### src/rtl/dra_pkg.sv
package dra_pkg;

  typedef enum logic [1:0] {
    ST_IDLE = 2'd0,
    ST_RUN  = 2'd1,
    ST_DONE = 2'd2
  } dra_state_e;

  // Binary to reflected Gray code; callers truncate to their width.
  function automatic logic [31:0] gray_encode(input logic [31:0] bin);
    return bin ^ (bin >> 1);
  endfunction

  // Full-scale value for a given counter width.
  function automatic logic [31:0] full_scale(input int unsigned width);
    return (32'd1 << width) - 32'd1;
  endfunction

endpackage

### src/rtl/dra_sync.sv
module dra_sync #(
  parameter int STAGES = 2
) (
  input  logic clk,
  input  logic rst_n,
  input  logic async_i,
  output logic sync_o
);
  logic [STAGES-1:0] chain_q;

  generate
    for (genvar s = 0; s < STAGES; s++) begin : g_stage
      if (s == 0) begin : g_first
        always_ff @(posedge clk or negedge rst_n) begin
          if (!rst_n) chain_q[0] <= 1'b0;
          else        chain_q[0] <= async_i;
        end
      end else begin : g_next
        always_ff @(posedge clk or negedge rst_n) begin
          if (!rst_n) chain_q[s] <= 1'b0;
          else        chain_q[s] <= chain_q[s-1];
        end
      end
    end
  endgenerate

  assign sync_o = chain_q[STAGES-1];
endmodule

### src/rtl/dra_ramp_counter.sv
module dra_ramp_counter
  import dra_pkg::*;
#(
  parameter int W = 12
) (
  input  logic         clk,
  input  logic         rst_n,
  input  logic         clear_i,
  input  logic         step_i,
  output logic [W-1:0] cnt_o,
  output logic         full_o
);
  localparam logic [W-1:0] MAXV = W'(full_scale(W));

  logic [W-1:0] cnt_q;

  assign full_o = (cnt_q == MAXV);
  assign cnt_o  = cnt_q;

  always_ff @(posedge clk or negedge rst_n) begin
    if (!rst_n)                  cnt_q <= '0;
    else if (clear_i)            cnt_q <= '0;
    else if (step_i && !full_o)  cnt_q <= cnt_q + 1'b1;
  end
endmodule

### src/rtl/dra_edge_capture.sv
module dra_edge_capture
  import dra_pkg::*;
#(
  parameter int W = 12
) (
  input  logic         clk,
  input  logic         rst_n,
  input  logic         clear_i,
  input  logic         arm_i,
  input  logic         sat_i,
  input  logic         lvl_i,
  input  logic [W-1:0] cnt_i,
  output logic         rise_o,
  output logic         valid_o,
  output logic [W-1:0] code_o
);
  localparam logic [W-1:0] MAXV = W'(full_scale(W));

  logic         prev_q;
  logic         valid_q;
  logic [W-1:0] code_q;

  // A level that was already high is not an edge: prev follows lvl always.
  assign rise_o  = lvl_i & ~prev_q;
  assign valid_o = valid_q;
  assign code_o  = code_q;

  always_ff @(posedge clk or negedge rst_n) begin
    if (!rst_n) begin
      prev_q  <= 1'b0;
      valid_q <= 1'b0;
      code_q  <= '0;
    end else begin
      prev_q <= lvl_i;
      if (clear_i) begin
        valid_q <= 1'b0;
        code_q  <= '0;
      end else if (arm_i && !valid_q) begin
        if (rise_o) begin
          code_q  <= cnt_i;
          valid_q <= 1'b1;
        end else if (sat_i) begin
          code_q  <= MAXV;
          valid_q <= 1'b1;
        end
      end
    end
  end
endmodule

### src/rtl/dual_ramp_adc_ctrl.sv
module dual_ramp_adc_ctrl
  import dra_pkg::*;
#(
  parameter int CNT_W       = 12,
  parameter int SYNC_STAGES = 2
) (
  input  logic             clk,
  input  logic             rst_n,
  input  logic             start_i,
  input  logic             cmp_q_i,
  input  logic             cmp_t_i,
  output logic             ramp_run_o,
  output logic             ramp_rst_o,
  output logic             done_o,
  output logic [CNT_W-1:0] q_code_o,
  output logic [CNT_W-1:0] t_code_o
);
  localparam int NCH = 2;  // channel 0: charge, channel 1: fine time

  dra_state_e state_q, state_d;

  logic                       clear_w;
  logic                       run_w;
  logic [CNT_W-1:0]           cnt_w;
  logic                       full_w;
  logic [NCH-1:0]             cmp_raw;
  logic [NCH-1:0]             cmp_lvl;
  logic [NCH-1:0]             cap_rise;
  logic [NCH-1:0]             cap_valid;
  logic [NCH-1:0][CNT_W-1:0]  cap_code;
  logic [CNT_W-1:0]           bin_q_w;
  logic [CNT_W-1:0]           bin_t_w;
  logic                       all_caught_w;

  assign cmp_raw = {cmp_t_i, cmp_q_i};
  assign run_w   = (state_q == ST_RUN);
  assign clear_w = (state_q == ST_IDLE) && start_i;

  dra_ramp_counter #(.W(CNT_W)) u_cnt (
    .clk     (clk),
    .rst_n   (rst_n),
    .clear_i (clear_w),
    .step_i  (run_w),
    .cnt_o   (cnt_w),
    .full_o  (full_w)
  );

  generate
    for (genvar c = 0; c < NCH; c++) begin : g_ch
      dra_sync #(.STAGES(SYNC_STAGES)) u_sync (
        .clk     (clk),
        .rst_n   (rst_n),
        .async_i (cmp_raw[c]),
        .sync_o  (cmp_lvl[c])
      );
      dra_edge_capture #(.W(CNT_W)) u_cap (
        .clk     (clk),
        .rst_n   (rst_n),
        .clear_i (clear_w),
        .arm_i   (run_w),
        .sat_i   (full_w),
        .lvl_i   (cmp_lvl[c]),
        .cnt_i   (cnt_w),
        .rise_o  (cap_rise[c]),
        .valid_o (cap_valid[c]),
        .code_o  (cap_code[c])
      );
    end
  endgenerate

  assign bin_q_w      = cap_code[0];
  assign bin_t_w      = cap_code[1];
  assign all_caught_w = &(cap_valid | cap_rise);

  always_comb begin
    state_d = state_q;
    unique case (state_q)
      ST_IDLE: if (start_i) state_d = ST_RUN;
      ST_RUN:  if (all_caught_w || full_w) state_d = ST_DONE;
      ST_DONE: state_d = ST_IDLE;
      default: state_d = ST_IDLE;
    endcase
  end

  always_ff @(posedge clk or negedge rst_n) begin
    if (!rst_n) state_q <= ST_IDLE;
    else        state_q <= state_d;
  end

  assign ramp_run_o = run_w;
  assign ramp_rst_o = !run_w;
  assign done_o     = (state_q == ST_DONE);
  assign q_code_o   = CNT_W'(gray_encode(32'(bin_q_w)));
  assign t_code_o   = CNT_W'(gray_encode(32'(bin_t_w)));
endmodule

### config.mk
export PLATFORM = sky130hd
export DESIGN_NAME = dual_ramp_adc_ctrl
export DESIGN_NICKNAME = d
export VERILOG_FILES = /design/src/rtl/dra_pkg.sv /design/src/rtl/dra_sync.sv /design/src/rtl/dra_ramp_counter.sv /design/src/rtl/dra_edge_capture.sv /design/src/rtl/dual_ramp_adc_ctrl.sv
export SDC_FILE = /design/constraint.sdc
export NUM_CORES = 1
export LEC_CHECK = 0
export CORE_MARGIN = 3
export CORE_UTILIZATION = 58
export CTS_CLUSTER_SIZE = 8
export DETAILED_ROUTE_END_ITERATION = 8
export PLACE_DENSITY = 0.84
export SLEW_MARGIN = 20
export SYNTH_ARGS = -nofsm -noshare
export SYNTH_HDL_FRONTEND = slang
export SYNTH_SLANG_ARGS = --single-unit
### constraint.sdc
create_clock -name clk -period 2.65 [get_ports clk]
set_input_delay 0.3975 -clock clk [delete_from_list [all_inputs] [get_ports clk]]
set_output_delay 0.3975 -clock clk [all_outputs]
set_load 0.02 [all_outputs]
Word-level counts from Yosys, hierarchy flattened

Index checks and enable logic that the tools add are counted.

Flip-flop bits (word level): 46
Bits in latches: 0
Bits in writable memories: 0
ROM bits: 0
Output and inout port bits: 27
Memories: 0

Add/sub/neg operators: 1
$mul: 0
Divide/modulo/power cells: 0
$lt $le $gt $ge: 0
Equality and inequality tests: 5
Shift-type cells: 0
Muxes and demuxes: 19
Bitwise gates (word level): 7
Reduce and logical (&&, ||, !) cells: 19

Operator list:

| kind                    | number |
|---|---|
| $mux W12                | 9 |
| $xor A12 B11 Y12        | 2 |
| $add A12 B1 Y12 const B | 1 |
| $eq A12 B12 Y1 const B  | 1 |
| $reduce_and A2 Y1       | 4 |
| $mux W1                 | 7 |
| $reduce_bool A2 Y1      | 3 |
| $reduce_bool A3 Y1      | 2 |
| $logic_and A1 B1 Y1     | 4 |
| $logic_not A1 Y1        | 4 |
| $mux W2                 | 2 |
| $ne A2 B2 Y1 const B    | 2 |
| $pmux W2 S2             | 1 |
| $and A1 B1 Y1           | 2 |
| $eq A2 B1 Y1 const B    | 1 |
| $eq A2 B2 Y1 const B    | 1 |
| $logic_not A2 Y1        | 1 |
| $not A1 Y1              | 2 |
| $or A2 B2 Y2            | 1 |
| $logic_or A1 B1 Y1      | 1 |

Depth between registers and ports, before layout

Gate-level depths: netlist (run 1).

Word-level depth: 7
Gate-level depth with buffers: 7
Gate-level depth less buffers: 5

Cells and area by module

A second synthesis (run 1) with hierarchy kept.

Cell total of the unflattened synthesis: 222
Area total of the unflattened synthesis: 2386.0 µm²

By module, submodules not included:

| module             | times used | cells an instance | area each (µm²) |
|---|---|---|---|
| dra_edge_capture   | 2          | 59                | 663.1 |
| dra_ramp_counter   | 1          | 67                | 661.9 |
| dual_ramp_adc_ctrl | 1          | 33                | 297.8 |
| dra_sync           | 2          | 2                 | 50.0 |

Least setup slack after synthesis (run 1)

Ideal clock, no wire load.

Path kind: reg-to-reg
Start: register u_cnt.cnt_q[0], in the netlist u_cnt.cnt_o[0]
End: register g_ch[0].u_cap.code_q[0]
Setup time: 0.077 ns
Arrival: 1.579 ns
Slack: 0.993 ns
Stages on the path, launching flop included: 7
Buffers on the path: 1
Clock period less this slack: 1.657 ns
Cells stage by stage: dfrtp_1 ha_1 nand4_2 or3_4 a21o_1 buf_6 a21oi_1

Word-level cells in the longest chain between the ends: 3
Elaborated cells between the ends (all ways): 6
Those cells by class: eq/ne (1); mux (3); reduce/logical (2)

RTL lines:

| element                                                         | line                                           | source |
|---|---|---|
| start, declared                                                 | dra_ramp_counter.sv:15                         | `logic [W-1:0] cnt_q;` |
| start signal, assigned                                          | dra_ramp_counter.sv:23                         | `else if (step_i && !full_o) cnt_q <= cnt_q + 1'b1;` |
| $eq A12 B12 Y1 or $mux W12 (tied branches)                      | dra_ramp_counter.sv:17, dra_edge_capture.sv:39 |  |
| $reduce_bool A3 Y1 (no source line) or $mux W12 (tied branches) | -                                              |  |
| $reduce_and A2 Y1 (no source line) or $mux W12 (tied branches)  | -                                              |  |
| end signal, assigned                                            | dra_edge_capture.sv:40                         | `code_q <= cnt_i;` |
| end, declared                                                   | dra_edge_capture.sv:21                         | `logic [W-1:0] code_q;` |

Several ways; a longest one is shown, not always the timed one. The select of a mux whose other input is x is not followed.
A chain may end at the register's enable or synchronous reset.

Final worst setup path (run 1)

Start: register state_q[1]
End: output port ramp_run_o

Word-level cells in the longest chain between the ends: 1

RTL lines:

| element                | line                     | source |
|---|---|---|
| start, declared        | dual_ramp_adc_ctrl.sv:20 | `dra_state_e state_q, state_d;` |
| start signal, assigned | dual_ramp_adc_ctrl.sv:87 | `else state_q <= state_d;` |
| $eq A2 B1 Y1           | dual_ramp_adc_ctrl.sv:36 | `assign run_w = (state_q == ST_RUN);` |
| end, declared          | dual_ramp_adc_ctrl.sv:12 | `output logic ramp_run_o,` |

No other way between the ends.

==> flow_summary.yaml, run 1 <==
routing:
  drt-vias-per-instance: 5.756
  route.vias.total: 1698
  totalWireLength_um: 4304
  dr.first_iter.drc_count: 107
  drt-wirelength-per-cell_um: 14.59
  remaining_drc_errors: 0
  detail_route.first_pass.iterations: 4
  antenna_violating_nets_post_route: 0
timing:
  report.final.hold_viol_count: 0
  finalCritPeriodShare: 0.8096
  max-slew-margin-rel: 0.3526
  setup_repair_after_global_routing_missed_its_margin: "false"
  fin_tns_setup_ns: 0
  setup_viol_count_final: 0
  clock.fmax_ghz: 0.4661
  worst_clock_skew_ns: 0.002548
  least_margin_pin_slew_ns: 0.9711
  maxSlewViolCount: 0
  layout_min_cycle_time_ns: 2.146
  post-route-worst-setup-slack_ns: 0.5045
place:
  place.port_buffers: 31
  dpl.hpwl_um: 2986
  gp_congestion: 0.8911
  pre_cts_ws_ns: 0.8143
clock_tree:
  cts_buffer_depth: 2
  postCtsResizedCells: 0
  cts_root_buf: "sky130_fd_sc_hd__clkbuf_8"
  tritoncts: "yes"
  cts-htree-levels: 2
  insertion_delay_ns: 0.29
  clk_transition_reported_paths_ns: 0.07
  post_cts_hold_buffer_count: 0
  clock_sink_count: 46
  numCtsBuffers: 5
  post_cts_buffers: 0
die:
  dieWidth_um: 67.48
  die-area_um2: 4553
  initial_utilization: 0.6273
  number_of_top_level_design_ports: 32
  rows: 21
  dieHeight_um: 67.48
  core-area_um2: 3495
cells_and_area:
  num-nets-final: 255
  multi_input_comb_area_um2: 944.7
  layout-drive-gt1-share: 0.04819
  final.fill_count: 276
  antenna_cells: 0
  area_growth_syn_to_layout_pct: 16.67
  ff_latch_area_um2: 1151
worst_setup_path:
  path_buf_inv: 2
  critical_path_arrival_ns: 1.75
  cp_data_required_time_ns: 2.25
  cp_cell_sequence: "nand2b_1 > inv_2 > clkdlybuf4s50_1"
  timing.critical_path.fanout_max: 8
  critPathLaunchType: "flop"
  cp_top_family: "buffers and inverters"
  max_stage_delay_ns: 0.62
  worstSetupEndpointType: "output port"
  crit_slowest_cell: "sky130_fd_sc_hd__clkdlybuf4s50_1"
  crit_type: "flop to output port"
global_routing:
  initial_antenna_violation_count: 0
  grt_pass1_vias: 1596
  grt_ovf: 0
  grt_pass1_wl_um: 7410
  grt_max_degree: 47
  total_routing_resource_utilization_after_global_routing: 0.2191
synthesis:
  avgSynthCellArea_um2: 9.743
  synth_nets: 231
  share_of_flip_flops_with_an_asynchronous_set_or_reset: 1.000
  synthesis.area_um2: 2192
  synthCells: 225
  synth.distinct_cells: 39
  dominantRegCellSynth: "sky130_fd_sc_hd__dfrtp_1"
  yosys_register_bits: 46
  synth_edf_count: 0
  yosysWarnings: 0
  synth-seq-area-share: 0.5251
job:
  max_cap_violations: 0
power_and_ir_drop:
  max_rail_drop_vdd_mv: 0.6420
  p_leak_nw: 1.199
  pwr_density_cell_nw_per_um2: 1257
  total_power_after_layout_w: 0.003213
worst_hold_path:
  min_path_type: "primary input to async pin"
run_status:
  outcome: "completed"
synthesized netlist by cell type (2+ instances only):
cell                       instances  area, um2
sky130_fd_sc_hd__and3_1            2      12.51
sky130_fd_sc_hd__nand2_1          35      131.4
sky130_fd_sc_hd__nand2b_1          3      18.77
sky130_fd_sc_hd__dfrtp_1          46       1151
sky130_fd_sc_hd__and2_1            3      18.77
sky130_fd_sc_hd__mux2i_1           4      40.04
sky130_fd_sc_hd__nand3_1           3      15.01
sky130_fd_sc_hd__nand4_1           4      25.02
sky130_fd_sc_hd__buf_6             2      22.52
sky130_fd_sc_hd__nor2_1            6      22.52
sky130_fd_sc_hd__inv_1             3      11.26
sky130_fd_sc_hd__a211oi_1          2      15.01
sky130_fd_sc_hd__clkbuf_1          8      30.03
sky130_fd_sc_hd__buf_4             2      15.01
sky130_fd_sc_hd__a21oi_1          28      140.1
sky130_fd_sc_hd__a21o_1            2      15.01
sky130_fd_sc_hd__xnor2_1           3      26.28
sky130_fd_sc_hd__nor4_1            2      12.51
sky130_fd_sc_hd__xor2_1           22      192.7
sky130_fd_sc_hd__o21ai_0           2      10.01
sky130_fd_sc_hd__nor3_1           25      125.1
per-layer routing:
metal,share of wire,track usage,vias up,wire [um]
li1,-,-,825,-
met1,0.41,0.2901,791,1757
met2,0.49,0.3463,71,2105
met3,0.082,0.04992,11,352
met4,0.021,0.09367,0,89
met5,0,0,-,0
registers in the layout, summed over array words and instances, names as in the netlist:
signal and count:
g_ch.u_cap.code_o 24, u_cnt.cnt_o 12, g_ch.u_cap.prev_q 2, g_ch.u_cap.valid_o 2, g_ch.u_sync.chain_q 2, g_ch.u_sync.sync_o 2, state_q 2
power by group:
| part | switching, W | internal (W) |
|---|---|---|
| combinational | 0.000912 | 0.000794 |
| clock | 0.000203 | 0.000181 |
| sequential | 0.000213 | 0.000909 |
| total | 0.00133 | 0.00188 |
worst paths after layout:
path	from	end	slack, ns	depth (start not counted)
setup / recovery	state_q[1]$_DFFE_PN0P_	ramp_run_o	0.50	3
hold / removal	rst_n	g_ch[0].u_cap.code_o[10]$_DFFE_PN0P_	0.26	1
setup reg to reg	u_cnt.cnt_o[1]$_DFFE_PN0P_	g_ch[0].u_cap.code_o[7]$_DFFE_PN0P_	0.78	5
hold reg to reg	g_ch[1].u_sync.chain_q[0]$_DFF_PN0_	g_ch[1].u_sync.sync_o$_DFF_PN0_	0.35	0
max in group asynchronous	rst_n	state_q[0]$_DFFE_PN0P_	1.79	1
min in group clk	g_ch[1].u_sync.chain_q[0]$_DFF_PN0_	g_ch[1].u_sync.sync_o$_DFF_PN0_	0.35	0
area by class of cell:
cell class	count	area share
sequential	46	0.4501
multi-input combinational	160	0.3694
timing repair buffer	32	0.1223
clock buffer	7	0.02984
tap	46	0.02250
inverter	4	0.005871
layout by cell type (no fill, tap or decap), drive strengths merged:
cell and count:
mux2i 4, and2 3, nand3 4, nand4 5, clkdlybuf4s50 30, clkbuf 7, nor4 2, o31ai 1
o311a 1, nor3 25, a21oi 28, a2111oi 1, a21o 2, buf 2, ha 1, nor2b 1
and4 1, nand4b 1, nand2 35, nand2b 3, nor2 6, and3 2, a22oi 1, inv 4
or3 1, xor2 22, xnor2 3, dfrtp 46, o21ai 2, or2 2, a211oi 2, a31oi 1
kinds of logic after synthesis:
kind of cell | Yosys count | share of synthesized area
buf+inv | 19 | 0.04394
simple gates | 91 | 0.2061
flops | 46 | 0.5251
compound gates | 39 | 0.1010
xor+xnor | 25 | 0.09989
mux | 4 | 0.01827
fa+ha+maj | 1 | 0.005707
stage by stage:
| step | instances | cell area (um2) | hold WS [ns] | utilization |
|---|---|---|---|---|
| 2_1_floorplan | 225 | 2192 | 0.1019 | - |
| 3_3_place_gp | 288 | 2481 | 0.3333 | 0.7100 |
| 3_5_place_dp | 288 | 2481 | 0.3347 | 0.7100 |
| 4_1_cts | 295 | 2557 | 0.2944 | 0.7318 |
| 5_1_grt | 295 | 2557 | 0.3395 | 0.7318 |
| 6_report | 295 | 2557 | 0.2611 | 0.7318 |
Note: power is estimated with default switching activity, not from simulation.
==> run 2: changes to the inputs <==
Settings changed: CORE_UTILIZATION 58 to 48, PLACE_DENSITY 0.84 to 0.75.
Clock period 2.65 ns to 1.8 ns, I/O delays scaled along.
==> run 2 against run 1 <==
Effect of this change:
- worst setup slack worse by 0.46 ns
- die area increased by 19%
- non-clock buffer count rose by 17
- largest cell class unchanged
- highest routed layer unchanged
- worst hold slack lost 0.21 ns
- power is 50% higher
- core utilization fell by 7.8 points
- design area grew 7.3%
- cell count up 7.1%
==> flow_summary.yaml, run 2 (same netlist as run 1, synthesis figures left out) <==
cells_and_area:
  most_common_library_cell_in_the_layout_ignoring_fill_and_taps: "sky130_fd_sc_hd__dfrtp_1"
  final_design_area_no_fill_um2: 2745
  layout.cells.most_common_list: "sky130_fd_sc_hd__dfrtp_1, sky130_fd_sc_hd__nand2_1, sky130_fd_sc_hd__a21oi_1"
  layout-drive-gt1-share: 0.1090
  num-nets-final: 272
  antenna_cells: 0
  largest_reg_flops: 24
  area_growth_syn_to_layout_pct: 25.23
timing:
  report.final.hold_viol_count: 0
  layout_min_cycle_time_ns: 1.753
  setup_repair_after_global_routing_missed_its_margin: "false"
  clock.fmax_ghz: 0.5704
  post-route-worst-setup-slack_ns: 0.04696
  finalCritPeriodShare: 0.9739
  setup_viol_count_final: 0
  max-slew-margin-rel: 0.6180
  worst_clock_skew_ns: 0.009325
  fin_tns_setup_ns: 0
  maxSlewViolCount: 0
  least_margin_pin_slew_ns: 0.5730
worst_setup_path:
  critPathLaunchType: "flop"
  worst_r2r_endpoint: "g_ch[0].u_cap.code_o[1]$_DFFE_PN0P_"
  worst-r2r-cell-count: 5
  critical_path_arrival_ns: 1.48
  cp_data_required_time_ns: 1.53
  r2r-start: "u_cnt.cnt_o[1]$_DFFE_PN0P_"
  timing.critical_path.fanout_max: 3
  crit_type: "flop to output port"
  r2r_setup_slack_ns: 0.08
  worstSetupEndpointType: "output port"
routing:
  route.vias.total: 1744
  antenna_violating_nets_post_route: 0
  detail_route.first_pass.iterations: 4
  drt-wirelength-per-cell_um: 14.86
  dr.first_iter.drc_count: 117
  drt-vias-per-instance: 5.519
  totalWireLength_um: 4695
  remaining_drc_errors: 0
place:
  pre_cts_ws_ns: 0.1239
  gp_congestion: 0.9872
  place.port_buffers: 31
  detailed_place.area_um2: 2626
  dpl.hpwl_um: 3172
clock_tree:
  numCtsBuffers: 5
  cts_buffer_depth: 2
  cts_root_buf: "sky130_fd_sc_hd__clkbuf_8"
  tritoncts: "yes"
  post_cts_hold_buffer_count: 0
  clock_sink_count: 46
  cts-htree-levels: 2
  insertion_delay_ns: 0.30
  clk_transition_reported_paths_ns: 0.08
  post_cts_buffers: 0
job:
  max_cap_violations: 0
global_routing:
  initial_antenna_violation_count: 0
  grt_pass1_vias: 1593
  grt_max_degree: 47
  grt_ovf: 0
  globalRoute.busiestLayer: "met2"
  grtUsageMet2: 0.2963
  grt_pass1_wl_um: 7824
  gr-usage-met1: 0.2697
  total_routing_resource_utilization_after_global_routing: 0.1916
  grt.met3_usage: 0.03694
worst_hold_path:
  min_path_type: "primary input to async pin"
die:
  rows: 23
  core-area_um2: 4202
  die-area_um2: 5414
  dieHeight_um: 73.58
  dieWidth_um: 73.58
  initial_utilization: 0.5217
  number_of_top_level_design_ports: 32
run_status:
  outcome: "completed"
power_and_ir_drop:
  p_leak_nw: 1.519
  total_power_after_layout_w: 0.004807
  pwr_density_cell_nw_per_um2: 1751
  max_rail_drop_vdd_mv: 0.8213
[run 2: cell count changes in the layout (fill, tap and decap cells not counted), sizes merged]
cell / delta
dlymetal6s2s: +18
clkdlybuf4s50: -20
buf: +17
dlygate4sd2: +2
[run 2: worst max-delay path by stage]
| stage | startpoint | end | slack [ns] |
|---|---|---|---|
| after global routing | g_ch[0].u_cap.code_o[9]$_DFFE_PN0P_ | q_code_o[8] | 0.004 |
| after CTS | g_ch[1].u_cap.code_o[3]$_DFFE_PN0P_ | t_code_o[2] | 0.02 |
| after global placement | u_cnt.cnt_o[1]$_DFFE_PN0P_ | g_ch[0].u_cap.valid_o$_DFFE_PN0P_ | 0.19 |
| final | g_ch[0].u_cap.code_o[9]$_DFFE_PN0P_ | q_code_o[8] | 0.05 |
| after floorplan | u_cnt.cnt_o[0]$_DFFE_PN0P_ | g_ch[0].u_cap.code_o[0]$_DFFE_PN0P_ | 0.14 |
| after detailed placement | u_cnt.cnt_o[1]$_DFFE_PN0P_ | g_ch[0].u_cap.code_o[1]$_DFFE_PN0P_ | 0.12 |
[run 2: metrics by stage]
step | cells | hold slack [ns] | util
after floorplan | 225 | -0.02559 | -
after global placement | 309 | 0.3340 | 0.6251
after detailed placement | 309 | 0.3347 | 0.6251
after CTS | 316 | 0.07000 | 0.6426
after global routing | 316 | 0.09932 | 0.6534
final | 316 | 0.05401 | 0.6534
[run 2: what timing repair did]
item / in CTS / in global routing
pin swaps: 0 / 0
gates resized for setup: 2 / 18
endpoints found under the setup margin: 2 / 18
[run 2: report_power, final]
part	total (W)	internal [W]	switching [W]	leakage (nW)
Sequential	0.00164	0.00134	0.000300	0.601
Clock	0.000591	0.000268	0.000323	0.0383
Combinational	0.00258	0.00120	0.00138	0.880
[run 2: area by class of cell]
type / count / area, um2
inverter: 4 / 15.01
multi-input combinational: 160 / 944.7
fill: 350 / 1456
sequential: 46 / 1151
timing repair buffer: 49 / 495.5
clock buffer: 7 / 76.32
tap: 50 / 62.56
[run 2: worst max-delay path: stages (launching register included)]
cell and delay (ns):
sky130_fd_sc_hd__dfrtp_1 0.42, sky130_fd_sc_hd__xor2_1 0.16, sky130_fd_sc_hd__clkdlybuf4s50_1 0.61
[run 2: routing by layer]
layer  vias up  wire [um]
li1        855          -
met1       837       2176
met2        46       2202
met3         6        247
met4         0         69
met5         -          0
